File: config.mk
export PLATFORM = sky130hd
export DESIGN_NAME = pll_srch_top
export DESIGN_NICKNAME = d
export VERILOG_FILES = /design/src/rtl/pll_srch_pkg.sv /design/src/rtl/pll_srch_div.sv /design/src/rtl/pll_srch_acc.sv /design/src/rtl/pll_srch_top.sv
export SDC_FILE = /design/constraint.sdc
export NUM_CORES = 1
export LEC_CHECK = 0
export BUFFER_PORTS_ARGS = -buffer_cell sky130_fd_sc_hd__buf_4
export CAP_MARGIN = 20
export CELL_PAD_IN_SITES_DETAIL_PLACEMENT = 0
export CELL_PAD_IN_SITES_GLOBAL_PLACEMENT = 1
export CORE_UTILIZATION = 43
export CTS_CLUSTER_SIZE = 28
export DETAILED_ROUTE_END_ITERATION = 8
export PLACE_DENSITY = 0.82
export SLEW_MARGIN = 10
export SYNTH_ARGS = -nofsm -noshare
export SYNTH_HDL_FRONTEND = slang
export SYNTH_SLANG_ARGS = --single-unit
File: constraint.sdc
create_clock -name clk -period 9.2 [get_ports clk]
set_clock_uncertainty 0.1 [all_clocks]
set_input_delay 1.84 -clock clk [delete_from_list [all_inputs] [get_ports clk]]
set_output_delay 1.84 -clock clk [all_outputs]
set_load 0.1 [all_outputs]
File: src/rtl/pll_srch_pkg.sv
package pll_srch_pkg;

  typedef enum logic [2:0] {
    S_IDLE,
    S_DIVS,
    S_DIVW,
    S_STEP,
    S_NEXT,
    S_DONE
  } srch_state_e;

endpackage

File: src/rtl/pll_srch_div.sv
// Restoring serial divider: one quotient bit per cycle, MSB first.
module pll_srch_div #(
  parameter int N_W = 32,
  parameter int D_W = 6
) (
  input  logic           clk,
  input  logic           rst_n,
  input  logic           go,
  input  logic [N_W-1:0] dividend,
  input  logic [D_W-1:0] divisor,
  output logic [N_W-1:0] quo,
  output logic [D_W-1:0] rem,
  output logic           done
);
  localparam int C_W = $clog2(N_W + 1);

  logic [N_W-1:0] quo_q, quo_n;
  logic [D_W-1:0] rem_q, rem_n;
  logic [C_W-1:0] cnt_q, cnt_n;
  logic           busy_q, busy_n;
  logic           done_q, done_n;
  logic [D_W:0]   trial;
  logic [D_W:0]   diff;
  logic           ge;

  always_comb begin
    trial  = {rem_q, quo_q[N_W-1]};
    ge     = trial >= {1'b0, divisor};
    diff   = trial - {1'b0, divisor};
    quo_n  = quo_q;
    rem_n  = rem_q;
    cnt_n  = cnt_q;
    busy_n = busy_q;
    done_n = 1'b0;
    if (go) begin
      quo_n  = dividend;
      rem_n  = '0;
      cnt_n  = C_W'(N_W);
      busy_n = 1'b1;
    end else if (busy_q) begin
      quo_n = {quo_q[N_W-2:0], ge};
      rem_n = ge ? diff[D_W-1:0] : trial[D_W-1:0];
      cnt_n = cnt_q - 1'b1;
      if (cnt_q == C_W'(1)) begin
        busy_n = 1'b0;
        done_n = 1'b1;
      end
    end
  end

  always_ff @(posedge clk or negedge rst_n) begin
    if (!rst_n) begin
      quo_q  <= '0;
      rem_q  <= '0;
      cnt_q  <= '0;
      busy_q <= 1'b0;
      done_q <= 1'b0;
    end else begin
      quo_q  <= quo_n;
      rem_q  <= rem_n;
      cnt_q  <= cnt_n;
      busy_q <= busy_n;
      done_q <= done_n;
    end
  end

  assign quo  = quo_q;
  assign rem  = rem_q;
  assign done = done_q;

  // remainder below divisor once the quotient is ready
  assert_rem_below_R2: assert property (@(posedge clk) disable iff (!rst_n)
    done_q |-> (rem_q < divisor));
  // divisor held steady while bits are being produced
  assert_divisor_held_R2: assert property (@(posedge clk) disable iff (!rst_n)
    (busy_q && !done_n) |=> $stable(divisor));
endmodule

File: src/rtl/pll_srch_acc.sv
// Running floor(ref*mul/dvs): per step adds quotient and remainder of ref/dvs.
module pll_srch_acc #(
  parameter int REF_W = 32,
  parameter int Q_W   = 42,
  parameter int R_W   = 6
) (
  input  logic             clk,
  input  logic             rst_n,
  input  logic             load,
  input  logic             step,
  input  logic [REF_W-1:0] qd,
  input  logic [R_W-1:0]   rd,
  input  logic [R_W-1:0]   dvs,
  output logic [Q_W-1:0]   q
);
  logic [Q_W-1:0] q_q, q_n;
  logic [R_W-1:0] r_q, r_n;
  logic [R_W:0]   rsum;
  logic [R_W:0]   rwrap;
  logic           wrap;

  always_comb begin
    rsum  = {1'b0, r_q} + {1'b0, rd};
    wrap  = rsum >= {1'b0, dvs};
    rwrap = rsum - {1'b0, dvs};
    q_n   = q_q;
    r_n   = r_q;
    if (load) begin
      q_n = '0;
      r_n = '0;
    end else if (step) begin
      q_n = q_q + Q_W'(qd) + Q_W'(wrap);
      r_n = wrap ? rwrap[R_W-1:0] : rsum[R_W-1:0];
    end
  end

  always_ff @(posedge clk or negedge rst_n) begin
    if (!rst_n) begin
      q_q <= '0;
      r_q <= '0;
    end else begin
      q_q <= q_n;
      r_q <= r_n;
    end
  end

  assign q = q_q;

  // fractional part stays a proper remainder of the current divisor
  assert_frac_proper_R2: assert property (@(posedge clk) disable iff (!rst_n)
    step |-> (r_q < dvs));
  // candidate never decreases while stepping
  assert_monotone_R2: assert property (@(posedge clk) disable iff (!rst_n)
    (step && !load) |=> (q_q >= $past(q_q)));
endmodule

File: src/rtl/pll_srch_top.sv
module pll_srch_top
  import pll_srch_pkg::*;
#(
  parameter int REF_W   = 32,
  parameter int MUL_W   = 10,
  parameter int MUL_MIN = 3,
  parameter int MUL_MAX = 1023,
  parameter int D1_HI   = 5,
  parameter int D1_LO   = 3,
  parameter int D2_HI   = 3,
  localparam int D1_W   = $clog2(D1_HI + 1),
  localparam int D2_W   = $clog2(D2_HI + 1),
  localparam int CW_W   = D2_W + D1_W + MUL_W
) (
  input  logic             clk,
  input  logic             rst_n,
  input  logic             start,
  input  logic [REF_W-1:0] ref_rate,
  input  logic [REF_W-1:0] tgt_rate,
  output logic             done,
  output logic [MUL_W-1:0] res_mul,
  output logic [D1_W-1:0]  res_div1,
  output logic [D2_W-1:0]  res_div2,
  output logic [REF_W-1:0] res_rate,
  output logic             res_exact,
  output logic             res_nosol,
  output logic [CW_W-1:0]  res_ctrl
);
  localparam int PROD_W = REF_W + MUL_W;
  localparam int DVS_W  = $clog2(D1_HI * (1 << D2_HI) + 1);

  // reset: asynchronous assertion, synchronous release
  logic [1:0] rst_sync_q;
  logic       rst_l;
  always_ff @(posedge clk or negedge rst_n) begin
    if (!rst_n) rst_sync_q <= '0;
    else        rst_sync_q <= {rst_sync_q[0], 1'b1};
  end
  assign rst_l = rst_sync_q[1];

  srch_state_e      state_q, state_n;
  logic [REF_W-1:0] ref_q, ref_n, tgt_q, tgt_n;
  logic [D1_W-1:0]  d1_q, d1_n;
  logic [D2_W-1:0]  d2_q, d2_n;
  logic [MUL_W-1:0] mul_q, mul_n;
  logic             found_q, found_n, exact_q, exact_n;
  logic [REF_W-1:0] berr_q, berr_n, brate_q, brate_n;
  logic [MUL_W-1:0] bmul_q, bmul_n;
  logic [D1_W-1:0]  bd1_q, bd1_n;
  logic [D2_W-1:0]  bd2_q, bd2_n;
  logic             res_en, done_n;

  logic [DVS_W-1:0] dvs;
  logic             div_go, div_done, acc_step;
  logic [REF_W-1:0] div_quo;
  logic [DVS_W-1:0] div_rem;
  logic [PROD_W-1:0] cand;
  logic             fits, record;
  logic [REF_W-1:0] err;

  assign dvs    = DVS_W'(d1_q) << d2_q;
  assign div_go = (state_q == S_DIVS);

  pll_srch_div #(.N_W(REF_W), .D_W(DVS_W)) div_i (
    .clk(clk), .rst_n(rst_l), .go(div_go), .dividend(ref_q), .divisor(dvs),
    .quo(div_quo), .rem(div_rem), .done(div_done));

  pll_srch_acc #(.REF_W(REF_W), .Q_W(PROD_W), .R_W(DVS_W)) acc_i (
    .clk(clk), .rst_n(rst_l), .load(div_done), .step(acc_step),
    .qd(div_quo), .rd(div_rem), .dvs(dvs), .q(cand));

  assign fits = cand <= PROD_W'(tgt_q);
  assign err  = tgt_q - cand[REF_W-1:0];

  always_comb begin
    state_n  = state_q;
    ref_n    = ref_q;    tgt_n   = tgt_q;
    d1_n     = d1_q;     d2_n    = d2_q;    mul_n  = mul_q;
    found_n  = found_q;  exact_n = exact_q; berr_n = berr_q;
    brate_n  = brate_q;  bmul_n  = bmul_q;  bd1_n  = bd1_q;  bd2_n = bd2_q;
    acc_step = 1'b0;
    record   = 1'b0;
    res_en   = 1'b0;
    done_n   = 1'b0;
    unique case (state_q)
      S_IDLE: if (start) begin
        ref_n   = ref_rate;  tgt_n  = tgt_rate;
        d1_n    = D1_W'(D1_HI); d2_n = D2_W'(D2_HI);
        found_n = 1'b0;      exact_n = 1'b0;  berr_n = '0;
        brate_n = '0;        bmul_n  = '0;    bd1_n  = '0;  bd2_n = '0;
        state_n = S_DIVS;
      end
      S_DIVS: state_n = S_DIVW;
      S_DIVW: if (div_done) begin
        mul_n   = '0;
        state_n = S_STEP;
      end
      S_STEP: begin
        if (mul_q < MUL_W'(MUL_MIN)) begin
          acc_step = 1'b1;
          mul_n    = mul_q + 1'b1;
        end else if (fits && err == '0) begin
          record  = 1'b1;
          exact_n = 1'b1;
          state_n = S_DONE;
        end else begin
          record = fits && (!found_q || err < berr_q);
          if (!fits || mul_q == MUL_W'(MUL_MAX)) begin
            state_n = S_NEXT;
          end else begin
            acc_step = 1'b1;
            mul_n    = mul_q + 1'b1;
          end
        end
      end
      S_NEXT: begin
        if (d2_q != '0) begin
          d2_n    = d2_q - 1'b1;
          state_n = S_DIVS;
        end else if (d1_q != D1_W'(D1_LO)) begin
          d1_n    = d1_q - 1'b1;
          d2_n    = D2_W'(D2_HI);
          state_n = S_DIVS;
        end else begin
          state_n = S_DONE;
        end
      end
      S_DONE: begin
        res_en  = 1'b1;
        done_n  = 1'b1;
        state_n = S_IDLE;
      end
      default: state_n = S_IDLE;
    endcase
    if (record) begin
      found_n = 1'b1;
      berr_n  = err;
      brate_n = cand[REF_W-1:0];
      bmul_n  = mul_q;
      bd1_n   = d1_q;
      bd2_n   = d2_q;
    end
  end

  always_ff @(posedge clk or negedge rst_l) begin
    if (!rst_l) begin
      state_q <= S_IDLE;
      ref_q   <= '0;  tgt_q   <= '0;
      d1_q    <= D1_W'(D1_HI);  d2_q <= D2_W'(D2_HI);
      mul_q   <= '0;
      found_q <= 1'b0; exact_q <= 1'b0;
      berr_q  <= '0;  brate_q <= '0;
      bmul_q  <= '0;  bd1_q   <= '0;  bd2_q <= '0;
      done    <= 1'b0;
    end else begin
      state_q <= state_n;
      ref_q   <= ref_n;   tgt_q   <= tgt_n;
      d1_q    <= d1_n;    d2_q    <= d2_n;
      mul_q   <= mul_n;
      found_q <= found_n; exact_q <= exact_n;
      berr_q  <= berr_n;  brate_q <= brate_n;
      bmul_q  <= bmul_n;  bd1_q   <= bd1_n;  bd2_q <= bd2_n;
      done    <= done_n;
    end
  end

  always_ff @(posedge clk or negedge rst_l) begin
    if (!rst_l) begin
      res_mul   <= '0;  res_div1 <= '0;  res_div2 <= '0;
      res_rate  <= '0;  res_exact <= 1'b0; res_nosol <= 1'b0;
    end else if (res_en) begin
      res_mul   <= bmul_q;
      res_div1  <= bd1_q;
      res_div2  <= bd2_q;
      res_rate  <= brate_q;
      res_exact <= exact_q;
      res_nosol <= !found_q;
    end
  end

  assign res_ctrl = {res_div2, res_div1, res_mul};

  // completion strobe lasts one cycle
  assert_done_pulse_R9: assert property (@(posedge clk) disable iff (!rst_l)
    done |=> !done);
  // chosen rate never above the request
  assert_rate_le_tgt_R3: assert property (@(posedge clk) disable iff (!rst_l)
    (done && !res_nosol) |-> (res_rate <= tgt_q));
  // empty result is all zero
  assert_nosol_zero_R7: assert property (@(posedge clk) disable iff (!rst_l)
    (done && res_nosol) |-> (res_mul == '0 && res_rate == '0 && !res_exact));
  // reported setting lies inside the swept grid
  assert_grid_range_R1: assert property (@(posedge clk) disable iff (!rst_l)
    (done && !res_nosol) |-> (res_div1 >= D1_W'(D1_LO) && res_div1 <= D1_W'(D1_HI)
                              && res_mul >= MUL_W'(MUL_MIN)));
  // latched request stays put while a search runs
  assert_request_held_R8: assert property (@(posedge clk) disable iff (!rst_l)
    (state_q != S_IDLE) |=> ($stable(ref_q) && $stable(tgt_q)));
  // exact flag implies zero shortfall
  assert_exact_match_R4: assert property (@(posedge clk) disable iff (!rst_l)
    (done && res_exact) |-> (res_rate == tgt_q));
endmodule

# --- Word-level counts from Yosys, hierarchy flattened ---
# Cells that the tools add are included.
# W data, S select, Z words.
classes:
  n_shift: 1
  n_eq_ne: 18
  n_lt_le_gt_ge: 5
  addsub: 10
  n_reduce_logical: 23
  n_mux: 66
op_table:
  columns: ["operator", "n"]
  rows:
  - ["$mux W32", 6]
  - ["$mux W42", 2]
  - ["$mux W10", 7]
  - ["$mux W6", 8]
  - ["$add A42 B1 Y42", 1]
  - ["$add A42 B32 Y42", 1]
  - ["$le A42 B32 Y1", 1]
  - ["$mux W3", 13]
  - ["$logic_not A32 Y1", 1]
  - ["$lt A32 B32 Y1", 1]
  - ["$sub A32 B32 Y32", 1]
  - ["$pmux W10 S2", 1]
  - ["$mux W1", 19]
  - ["$reduce_and A4 Y1", 4]
  - ["$reduce_bool A2 Y1", 8]
  - ["$pmux W3 S5", 1]
  - ["$ge A7 B6 Y1", 2]
  - ["$mux W2", 6]
  - ["$ne A3 B3 Y1 const B", 4]
  - ["$sub A6 B6 Y6", 2]
  - ["$add A10 B1 Y10 const B", 1]
  - ["$eq A10 B10 Y1 const B", 1]
  - ["$lt A10 B2 Y1 const B", 1]
  - ["$ne A2 B2 Y1 const B", 5]
  - ["20 further kinds", 26]
word_totals:
  output_inout_bits: 65
  regBits: 309

# --- Depth between registers and ports, before layout ---
# Gate-level depths: netlist of the first run.
depth:
  word_depth: 9
  depth_mapped: 26
  ltp_nobuf: 25

# --- By module ---
# Synthesis of the first run repeated with hierarchy kept, for this count alone.
hier_totals:
  hier_cells: 2246
  area_unflattened_um2: 19685.1
modules_own_cells:
  columns: ["mod", "cells_per_inst", "area_per_inst_um2", "n_inst"]
  rows:
  - ["pll_srch_top", 1448, 12679.7, 1]
  - ["pll_srch_acc", 555, 4538.1, 1]
  - ["pll_srch_div", 243, 2467.4, 1]

# --- Least setup slack after synthesis of the first run ---
# OpenSTA, ideal clock, no wires.
synth_path:
  path_type: "flip-flop to flip-flop"
  from: "reg div_i.rem_q[0], in the netlist div_i.rem[0]"
  to: "reg acc_i.q_q[34], in the netlist acc_i.q[34]"
  path_stages_with_launch: 25
  synth_period_minus_slack_ns: 5.599
  n_path_buf: 0
  slack_ns: 3.601
  arrival_ns: 5.367
  setup_ns: 0.132
  cell_sequence: "dfrtp_1 ha_1 fa_1 a21o_1 a21oi_1 xnor2_1 ha_1 nand2_1 nor2_1 a2111oi_0 nand2_1 fa_1 inv_1 fa_1 nor2b_1 o311ai_0 a31oi_1 a22oi_1 o31ai_1 a21oi_1 o2111ai_1 a21o_1 nand4_1 xor2_1 nor2_1"
synth_via:
  elab_chain_len: 5
synth_rtl:
  columns: ["item", "line", "rtl"]
  rows:
  - ["start, declared", "pll_srch_div.sv:18", "logic [D_W-1:0] rem_q, rem_n;"]
  - ["start signal, assigned", "pll_srch_div.sv:60", "rem_q <= rem_n;"]
  - ["$add A6 B6 Y7", "pll_srch_acc.sv:23", "rsum = {1'b0, r_q} + {1'b0, rd};"]
  - ["$ge A7 B6 Y1", "pll_srch_acc.sv:24", "wrap = rsum >= {1'b0, dvs};"]
  - ["$add A42 B1 Y42", "pll_srch_acc.sv:32", "q_n = q_q + Q_W'(qd) + Q_W'(wrap);"]
  - ["$mux W42", "pll_srch_acc.sv:31", "end else if (step) begin"]
  - ["$mux W42", "pll_srch_acc.sv:28", "if (load) begin"]
  - ["end signal, assigned", "pll_srch_acc.sv:42", "q_q <= q_n;"]
  - ["end, declared", "pll_srch_acc.sv:16", "logic [Q_W-1:0] q_q, q_n;"]
# Every way passes these cells. The select of a mux whose other input is x is not followed.
# A chain may end at the register's enable or synchronous reset.

# --- Worst setup path in the final report of the first run ---
# Ends and elaborated chain as after synthesis.

==> metrics.cfg, run 1 <==
[worst_setup_path]
setup.worst_path.end=acc_i.q[34]
critPathBufInv=1
cp_num_cells=24
critPathArrivalTime_ns=7.01
slowest_stage=a2111oi_0
rrSetupSlack_ns=2.50
cp_max_fo=9
critPathLaunchType=register
reg2reg_from=div_i.rem[0]
cpMostUsedCell=fa_1
cpPeakStageDelay_ns=0.66
crit_start=div_i.rem[0]
r2r_end=acc_i.q[34]
worstSetupEndpointType=register
r2r_cells=24
crit_family=compound AO/OA/AOI/OAI gates
crit_chain=ha_1 -> fa_1 -> a21o_1 -> a21oi_1 -> xnor2_1 -> ha_1 -> nand2_1 -> nor2_1 -> a2111oi_0 -> nand2_1 -> fa_1 -> inv_1 -> fa_1 -> nor2b_1 -> o311ai_0 -> a31oi_1 -> a22oi_1 -> o31ai_1 -> a21oi_1 -> o2111ai_1 -> a21o_1 -> nand4_1 -> xor2_1 -> nor2_1
cp.required_ns=9.51
criticalPathCategory=reg2reg

[logic_synthesis]
yosysTopAreaCellShare_pct=40.0
synth_area_mm2=0.0191
syn_avg_cell_area_um2=8.94
synth_edf_count=0
syn_inst=2132
yosysUniqueCellTypes=76
ys_seq_elements=309
async_reset_ff_share_pct=100
yosysTopAreaCell=dfrtp_1
yosysWarnings=0
syn_nets=2354
yosysSeqAreaShare_pct=40.6
synth_flop_cell=dfrtp_1
synthTopCellsByArea=dfrtp_1, ha_1, nand2_1

[clock_tree]
clk_pin_slew_ns=0.06
cts_buffers=37
cts_tree=built
insertion_delay_ns=0.56
clockBufferDepth=3
clock_sinks=309
postCtsHoldBufs=0
htree_levels=2
cts_resized=0
cts-root-buf=clkbuf_16
postCtsSetupBuffers=0

[floorplanning]
rows=76
initial_core_util_pct=43.9
die_y_um=213
die_w_um=213
coreArea_mm2=0.0434
die_area_mm2=0.0452
io_pins=132

[pwr]
power_leakage_nw=10.6
power_density_mw_per_mm2=434
vdd.ir_drop.worst_mv=0.177

[sta]
fmax_mhz=149
setup_viol=0
holdWs_ns=0.154
fin_crit_sh_pct=72.9
tightestPinTransition_ns=1.14
slew_headroom_pct=23.7
fin_tns_setup_ns=0
slew_violations=0
finalCriticalPeriod_ns=6.70
grt_setup_unrepaired=false
hold_violations=0

[min_path]
hp-class=reg2async

[route]
drt_iter0_drc=792
wirelength_um=49100
avgViaCountPerCell=5.39
drc=0
drt_pre_antenna_iters=6
wire_per_inst_um=17.4
antenna_left=0
vias=15196

[placed_design]
dpl-instance-area_mm2=0.0204
io_buffers=131
place.gp.congestion=0.943
dpl.hpwl_um=36800
post-place-cells=2751

[grt]
grt_usage_pct=22.2
grt_pass1_vias=14822
grt_pass1_wl_um=79500
grt_start_max_net_pins=85
grt_antenna_before_repair=0
grt-ovfl-total=0

[finish]
finalInstanceArea_mm2=0.0216
num_antenna_cells=0
syn2layout_area_growth_pct=13.4
fin_cells=2819
drive_gt1_share_pct=13.2
fin_util_pct=49.8
fin_nets=2428

[flow_run]
drv_cap=0

[outcome]
status=finished clean

how the worst min path moves through the flow:
stage,to,slack [ns],cells after the start
6_report,ref_q[0],0.15,0
4_1_cts,ref_q[0],0.17,0
2_1_floorplan,rst_sync_q[1],0.23,0
3_5_place_dp,ref_q[0],0.17,0
3_3_place_gp,ref_q[31],0.16,0
5_1_grt,ref_q[0],0.20,0
per-layer routing:
layer | vias to the layer above | GRT usage [%] | share of wire [%]
met5 | - | 0 | 0
met4 | 0 | 7.05 | 2.8
met3 | 83 | 3.18 | 3.8
met2 | 303 | 36.0 | 46
met1 | 7326 | 30.6 | 47
li1 | 7484 | - | -
metrics by stage:
stage,power [W],setup WS (ns)
2_1_floorplan,0.00647,3.60
3_3_place_gp,0.00781,2.82
3_5_place_dp,0.00792,2.62
4_1_cts,0.00940,2.57
5_1_grt,0.0102,1.97
6_report,0.00938,2.50
cells in the final DEF (no fill, tap or decap), drive strengths merged, types with 12 or more instances in the layout:
master and count:
a21oi 103, and3 15, nand2b 12, nand3 37, buf 150, o211ai 13
o21bai 15, nand4 28, clkbuf 55, mux2 64, mux2i 74, o21a 19
a21o 50, xor2 34, a211oi 20, inv 149, nor3 16, ha 149
dfrtp 305, xnor2 41, nor2 129, o21ai 176, nand2 408
final cells by class:
| class | instances | area, um^2 |
|---|---|---|
| fill | 4157 | 21800 |
| clock inverter | 12 | 120 |
| inverter | 148 | 556 |
| clock buffer | 55 | 1070 |
| tap | 585 | 732 |
| sequential | 309 | 7740 |
| timing repair buffer | 150 | 1150 |
| multi-input combinational | 1560 | 10200 |
sequential cells by signal, summed over array words and instances (netlist names), 3 cells and up:
name         count
acc_i.q         42
div_i.cnt_q      6
berr_q          32
div_i.quo       32
acc_i.r_q        6
bmul_q          10
bd1_q            3
ref_q           32
mul_q           10
res_mul         10
div_i.rem        6
d1_q             3
state_q          3
res_div1         3
brate_q         32
res_rate        32
tgt_q           32
synthesized netlist by cell type (all sizes together) (9+ instances only):
master / count
nand3: 37
o21bai: 15
and3: 15
clkbuf: 79
o211ai: 13
a211oi: 20
dfrtp: 305
o31ai: 11
ha: 149
xnor2: 41
o21a: 19
nand2b: 12
nor2: 129
nor3: 16
a21oi: 103
nand2: 408
nand4: 28
nor4: 9
and4: 10
a21o: 50
buf: 36
inv: 147
mux2: 64
mux2i: 74
xor2: 34
o21ai: 176
cell families after synthesis:
logic type	synth area share [%]
AO/OA/AOI/OAI	15.9
XOR/XNOR	3.45
adder cells (fa/ha/maj)	10.4
buffers and inverters	5.73
flip-flops	40.6
multiplexers	7.67
other	0.0197
AND/OR/NAND/NOR	16.2
report_power, final:
group          total [W]  internal, W  switching [W]
logic            0.00566      0.00224        0.00342
clock network    0.00143     0.000842       0.000591
registers        0.00228      0.00180       0.000483
total            0.00938      0.00488        0.00450
Note: power is estimated with default switching activity, not from simulation.
==> inputs of run 2 (changes only) <==
--- a/config.mk
+++ b/config.mk
@@ -9,7 +9,7 @@
 export CAP_MARGIN = 20
 export CELL_PAD_IN_SITES_DETAIL_PLACEMENT = 0
 export CELL_PAD_IN_SITES_GLOBAL_PLACEMENT = 1
-export CORE_UTILIZATION = 43
+export CORE_UTILIZATION = 45
 export CTS_CLUSTER_SIZE = 28
 export DETAILED_ROUTE_END_ITERATION = 8
 export PLACE_DENSITY = 0.82
==> constraint.sdc (replaced) <==
create_clock -name clk -period 6.53 [get_ports clk]
set_clock_uncertainty 0.1 [all_clocks]
set_input_delay 1.306 -clock clk [delete_from_list [all_inputs] [get_ports clk]]
set_output_delay 1.306 -clock clk [all_outputs]
set_load 0.1 [all_outputs]
==> metrics.cfg, run 2 (synthesis gave the netlist of run 1 again) <==
[sta]
tightestPinTransition_ns=0.954  ; -0.190 ns
fmax_mhz=168  ; +12%
hold_violations=0  ; unchanged
holdWs_ns=0.253  ; +0.0993 ns
fin_tns_setup_ns=0  ; unchanged
setup_viol=0  ; unchanged
finalCriticalPeriod_ns=5.96  ; -0.742 ns
grt_setup_unrepaired=false
slew_headroom_pct=36.4  ; +13 points
slew_violations=0  ; unchanged
fin_crit_sh_pct=91.3  ; +18 points

[grt]
grt_pass1_wl_um=79800  ; +0.44%
grt_antenna_before_repair=0  ; unchanged
grt_pass1_vias=15152  ; +2.2%
grt_start_max_net_pins=165  ; +94%
grt-ovfl-total=0  ; unchanged
grt_usage_pct=23.0  ; +0.74 points

[floorplanning]
io_pins=132  ; unchanged
rows=75  ; -1.3%
die_w_um=208  ; -2.2%
die_y_um=208  ; -2.2%
coreArea_mm2=0.0419  ; -3.5%
die_area_mm2=0.0432  ; -4.4%
initial_core_util_pct=45.5  ; +1.6 points

[pwr]
switching_share_pct=46.9  ; -1.0 points
vdd.ir_drop.worst_mv=0.254  ; +43%
power_leakage_nw=10.8  ; +1.2%
p_int_w=0.00716  ; +47%
seqPwrFrac_pct=23.6  ; -0.7 points
power_density_mw_per_mm2=620  ; +43%
combPwrFrac_pct=59.9  ; -0.5 points
power.share.clock_pct=16.5  ; +1.2 points
switchingPower_w=0.00634  ; +41%

[clock_tree]
clockBufferDepth=3  ; unchanged
htree_levels=2  ; unchanged
insertion_delay_ns=0.56  ; about the same
cts_buffers=36  ; -2.7%
postCtsSetupBuffers=0  ; unchanged
clk_pin_slew_ns=0.06  ; about the same
postCtsHoldBufs=0  ; unchanged
cts-root-buf=clkbuf_16
clock_sinks=309  ; unchanged
cts_tree=built

[finish]
fin_nets=2437  ; +0.37%
syn2layout_area_growth_pct=14.4
drive_gt1_share_pct=14.0  ; +0.79 points
layout_common_cells=nand2_1, dfrtp_1, buf_4
layout_commonest_cell=nand2_1
num_antenna_cells=0  ; unchanged
largest_reg_flops=42  ; unchanged

[worst_setup_path]
cp_max_fo=5  ; -4
rrSetupSlack_ns=0.57  ; -1.93 ns
r2r_end=acc_i.q[36]
worstSetupEndpointType=register
reg2reg_from=div_i.rem[0]
critPathArrivalTime_ns=6.27  ; -0.74 ns
cp.required_ns=6.84  ; -2.67 ns
r2r_cells=24  ; unchanged
criticalPathCategory=reg2reg
critPathLaunchType=register

[route]
antenna_left=0  ; unchanged
drt_iter0_drc=907  ; +15%
vias=15178  ; -0.12%
drc=0  ; unchanged
avgViaCountPerCell=5.46  ; +1.2%
drt_pre_antenna_iters=6  ; unchanged
wire_per_inst_um=17.5  ; +0.48%
wirelength_um=48700  ; -0.84%

[outcome]
status=finished clean

[min_path]
whs_path_depth=0
hp-start=rst_sync_q[0]
holdPathEnd=rst_sync_q[1]
hp-class=reg2reg

[placed_design]
io_buffers=131  ; unchanged
place.gp.congestion=0.905  ; -4.0%
dpl.hpwl_um=36500  ; -0.88%

[flow_run]
drv_cap=0  ; unchanged

run 2: cell count changes in the layout (fill, tap and decap cells not counted), moves of 2 or more:
cell,previous run,this run
clkinvlp_4,2,4
bufinv_16,1,7
clkinv_8,2,0
clkbuf_1,10,2
buf_4,149,156
buf_12,0,4
run 2: final cells by class:
cell class                 instances  area (um^2)
timing repair buffer             160         1250
sequential                       309         7740
tap                              539          674
multi-input combinational       1560        10200
clock inverter                    20          297
clock buffer                      46         1030
fill                            3937        20100
inverter                         148          556
run 2: worst max-delay path, stage by stage (launching register included):
cell	delay, ns
dfrtp_1	0.44
ha_1	0.24
fa_1	0.41
a21o_1	0.17
a21oi_1	0.22
xnor2_1	0.19
ha_1	0.30
nand2_1	0.08
nor2_1	0.05
a2111oi_2	0.42
nand2_1	0.22
fa_1	0.43
inv_1	0.08
fa_1	0.20
nor2b_1	0.07
o311ai_0	0.42
a31oi_1	0.19
a22oi_1	0.36
o31ai_1	0.23
a21oi_2	0.24
o2111ai_1	0.15
a21o_1	0.26
nand4_1	0.13
xor2_1	0.16
nor2_1	0.05
run 2: how the worst max path moves through the flow:
stage / endpoint / start / slack, ns / cells past startpoint
after floorplan: acc_i.q[34] / div_i.rem[0] / 0.93 / 24
after detailed placement: acc_i.q[34] / div_i.rem[0] / 0.19 / 24
after global routing: acc_i.q[38] / div_i.rem[0] / 0.08 / 24
final: acc_i.q[36] / div_i.rem[0] / 0.57 / 24
after CTS: acc_i.q[36] / div_i.rem[0] / 0.14 / 24
after global placement: acc_i.q[40] / div_i.rem[0] / 0.40 / 24
run 2: what timing repair did:
| action | in CTS | in global routing |
|---|---|---|
| resized for setup | 0 | 3 |
| hold endpoints to repair | 0 | 0 |
| endpoints found under the setup margin | 0 | 7 |
run 2: through the flow:
| stage | instance area, um^2 | std cells | power, W | utilization [%] | setup WS [ns] |
|---|---|---|---|---|---|
| after detailed placement | 20500 | 2716 | 0.0113 | 48.9 | 0.192 |
| after global placement | 20500 | 2716 | 0.0111 | 48.9 | 0.399 |
| after floorplan | 19100 | 2132 | 0.00912 | - | 0.931 |
| after global routing | 21800 | 2782 | 0.0147 | 52.1 | 0.0787 |
| after CTS | 21800 | 2782 | 0.0136 | 52.0 | 0.136 |
| final | 21800 | 2782 | 0.0135 | 52.1 | 0.569 |
run 2: power groups by stage:
stage	registers, W	logic (W)	clock network (W)
3_3_place_gp	0.00320	0.00789	0
3_5_place_dp	0.00322	0.00804	0
6_report	0.00318	0.00809	0.00223
5_1_grt	0.00328	0.00910	0.00235
4_1_cts	0.00319	0.00809	0.00228
2_1_floorplan	0.00309	0.00603	0
run 2: routing by layer:
layer,track usage [%],up-vias,part of all wire [%]
li1,-,7512,-
met1,31.5,7318,47
met2,37.6,272,47
met3,2.87,76,3.5
met4,7.69,0,2.6
met5,0,-,0
==> inputs of run 3 (changes only) <==
--- a/config.mk
+++ b/config.mk
@@ -13,6 +13,7 @@
 export CTS_CLUSTER_SIZE = 28
 export DETAILED_ROUTE_END_ITERATION = 8
 export PLACE_DENSITY = 0.82
+export REMOVE_ABC_BUFFERS = 1
 export SLEW_MARGIN = 10
 export SYNTH_ARGS = -nofsm -noshare
 export SYNTH_HDL_FRONTEND = slang
==> metrics.cfg, run 3 (synthesis gave the netlist of run 1 again) <==
[sta]
slew_violations=0  ; unchanged
setup_viol=0  ; unchanged
slew_headroom_pct=27.7  ; -8.8 points
fin_crit_sh_pct=91.6  ; +0.27 points
worst_slack_ns=0.551  ; -0.0178 ns
finalCriticalPeriod_ns=5.98  ; +0.0178 ns
tightestPinTransition_ns=1.08  ; +0.131 ns
fmax_mhz=167  ; -0.30%
hold_violations=0  ; unchanged
grt_setup_unrepaired=false

[placed_design]
dpl.hpwl_um=33900  ; -7.0%
post-place-cells=2711  ; -0.18%
place.gp.congestion=0.906  ; +0.12%
dpl-instance-area_mm2=0.0204  ; -0.24%
pre_cts_slack_ns=0.172  ; -0.0202 ns
io_buffers=131  ; unchanged

[worst_setup_path]
critPathBufInv=1  ; unchanged
slowest_stage=dfrtp_1
crit_chain=ha_1 -> fa_1 -> a21o_1 -> a21oi_1 -> xnor2_1 -> ha_1 -> nand2_1 -> nor2_1 -> a2111oi_2 -> nand2_1 -> fa_1 -> inv_1 -> fa_1 -> nor2b_1 -> o311ai_0 -> a31oi_1 -> a22oi_1 -> o31ai_1 -> a21oi_2 -> o2111ai_1 -> a21o_1 -> nand4_1 -> xor2_1 -> nor2_1
cp_max_fo=5  ; unchanged
critPathLaunchType=register
critPathArrivalTime_ns=6.29  ; +0.02 ns
criticalPathCategory=reg2reg
cp.required_ns=6.84  ; about the same
cpMostUsedCell=fa_1
crit_family=compound AO/OA/AOI/OAI gates
worstSetupEndpointType=register
cpPeakStageDelay_ns=0.44  ; about the same

[flow_run]
drv_cap=0  ; unchanged

[finish]
layout_commonest_cell=nand2_1
fin_cells=2778  ; -0.14%
drive_gt1_share_pct=13.8  ; -0.24 points
multiInputGateArea_mm2=0.0102  ; unchanged
syn2layout_area_growth_pct=13.7
nFillCells=3905  ; -0.81%
num_antenna_cells=0  ; unchanged
seq_area_mm2=0.00774  ; unchanged
fin_nets=2433  ; -0.16%
fin_util_pct=51.8  ; -0.28 points
largest_reg_flops=42  ; unchanged
finalInstanceArea_mm2=0.0217  ; -0.53%
layout_common_cells=nand2_1, dfrtp_1, buf_4

[clock_tree]
postCtsHoldBufs=0  ; unchanged
htree_levels=2  ; unchanged
cts_buffers=36  ; unchanged
cts_tree=built
clockBufferDepth=3  ; unchanged
clk_pin_slew_ns=0.06  ; about the same
insertion_delay_ns=0.55  ; about the same
postCtsSetupBuffers=0  ; unchanged
clock_sinks=309  ; unchanged
cts-root-buf=clkbuf_16

[floorplanning]
die_area_mm2=0.0432  ; unchanged
io_pins=132  ; unchanged
initial_core_util_pct=45.5  ; unchanged
coreArea_mm2=0.0419  ; unchanged
die_y_um=208  ; unchanged
rows=75  ; unchanged
die_w_um=208  ; unchanged

[route]
drt_iter0_drc=956  ; +5.4%
avgViaCountPerCell=5.45  ; -0.17%
drt_pre_antenna_iters=7  ; +1
wire_per_inst_um=16.8  ; -4.0%
vias=15131  ; -0.31%
antenna_left=0  ; unchanged
drc=0  ; unchanged
wirelength_um=46700  ; -4.2%

[grt]
grt-ovfl-total=0  ; unchanged
grt_usage_pct=22.0  ; -0.94 points
grt_pass1_wl_um=77300  ; -3.1%
grt_antenna_before_repair=0  ; unchanged
grt_pass1_vias=14728  ; -2.8%
grt_start_max_net_pins=169  ; +2.4%

[min_path]
hp-class=reg2reg

[outcome]
status=finished clean

run 3: cell count changes in the layout (fill, tap and decap cells not counted), sizes merged:
cell / previous run / this run
clkinvlp: 4 / 1
bufinv: 7 / 3
inv: 149 / 150
buf: 160 / 156
clkbuf: 46 / 52
run 3: final timing paths:
kind | from | endpoint | slack, ns | depth (start not counted)
setup / recovery | div_i.rem[0] | acc_i.q[34] | 0.55 | 24
hold / removal | rst_sync_q[0] | rst_sync_q[1] | 0.25 | 0
setup reg to reg | div_i.rem[0] | acc_i.q[34] | 0.55 | 24
hold reg to reg | rst_sync_q[0] | rst_sync_q[1] | 0.25 | 0
max in group asynchronous | rst_sync_q[1] | acc_i.q[18] | 4.42 | 1
min in group asynchronous | rst_sync_q[1] | res_rate[22] | 0.38 | 0
run 3: metal layers:
metal  vias up  GRT usage, %  routed length, um
met3        71          3.19               1860
met2       289          34.7              20800
li1       7487             -                  -
met1      7284          31.3              22700
met5         -             0                  0
met4         0          6.92               1290
run 3: area by class of cell:
cell class / instances / area share [%]
sequential: 309 / 35.7
clock inverter: 14 / 0.733
multi-input combinational: 1560 / 47.2
inverter: 148 / 2.56
timing repair buffer: 156 / 5.63
clock buffer: 52 / 4.99
tap: 539 / 3.11
run 3: repair_timing:
action | CTS | global route
gates resized for setup | 0 | 3
setup endpoints to repair | 0 | 7
hold endpoints to repair | 0 | 0
run 3: per-stage QoR:
step	hold slack, ns	TNS (ns)
after global placement	0.235	0
after global routing	0.254	0
final	0.250	0
after floorplan	0.231	-853.13
after CTS	0.250	0
after detailed placement	0.236	0
run 3: worst reg2reg max path: cells and delay by family (launching register included):
| family | cells | cell delay (ns) |
|---|---|---|
| AND/OR/NAND/NOR | 6 | 0.61 |
| buffers and inverters | 1 | 0.08 |
| adder cells (fa/ha/maj) | 5 | 1.60 |
| AO/OA/AOI/OAI | 10 | 2.67 |
| flip-flops | 1 | 0.44 |
| XOR/XNOR | 2 | 0.33 |
Power of run 3 is not shown: default switching activity piles up to over one toggle a cycle in this logic, so the estimate is an artifact.
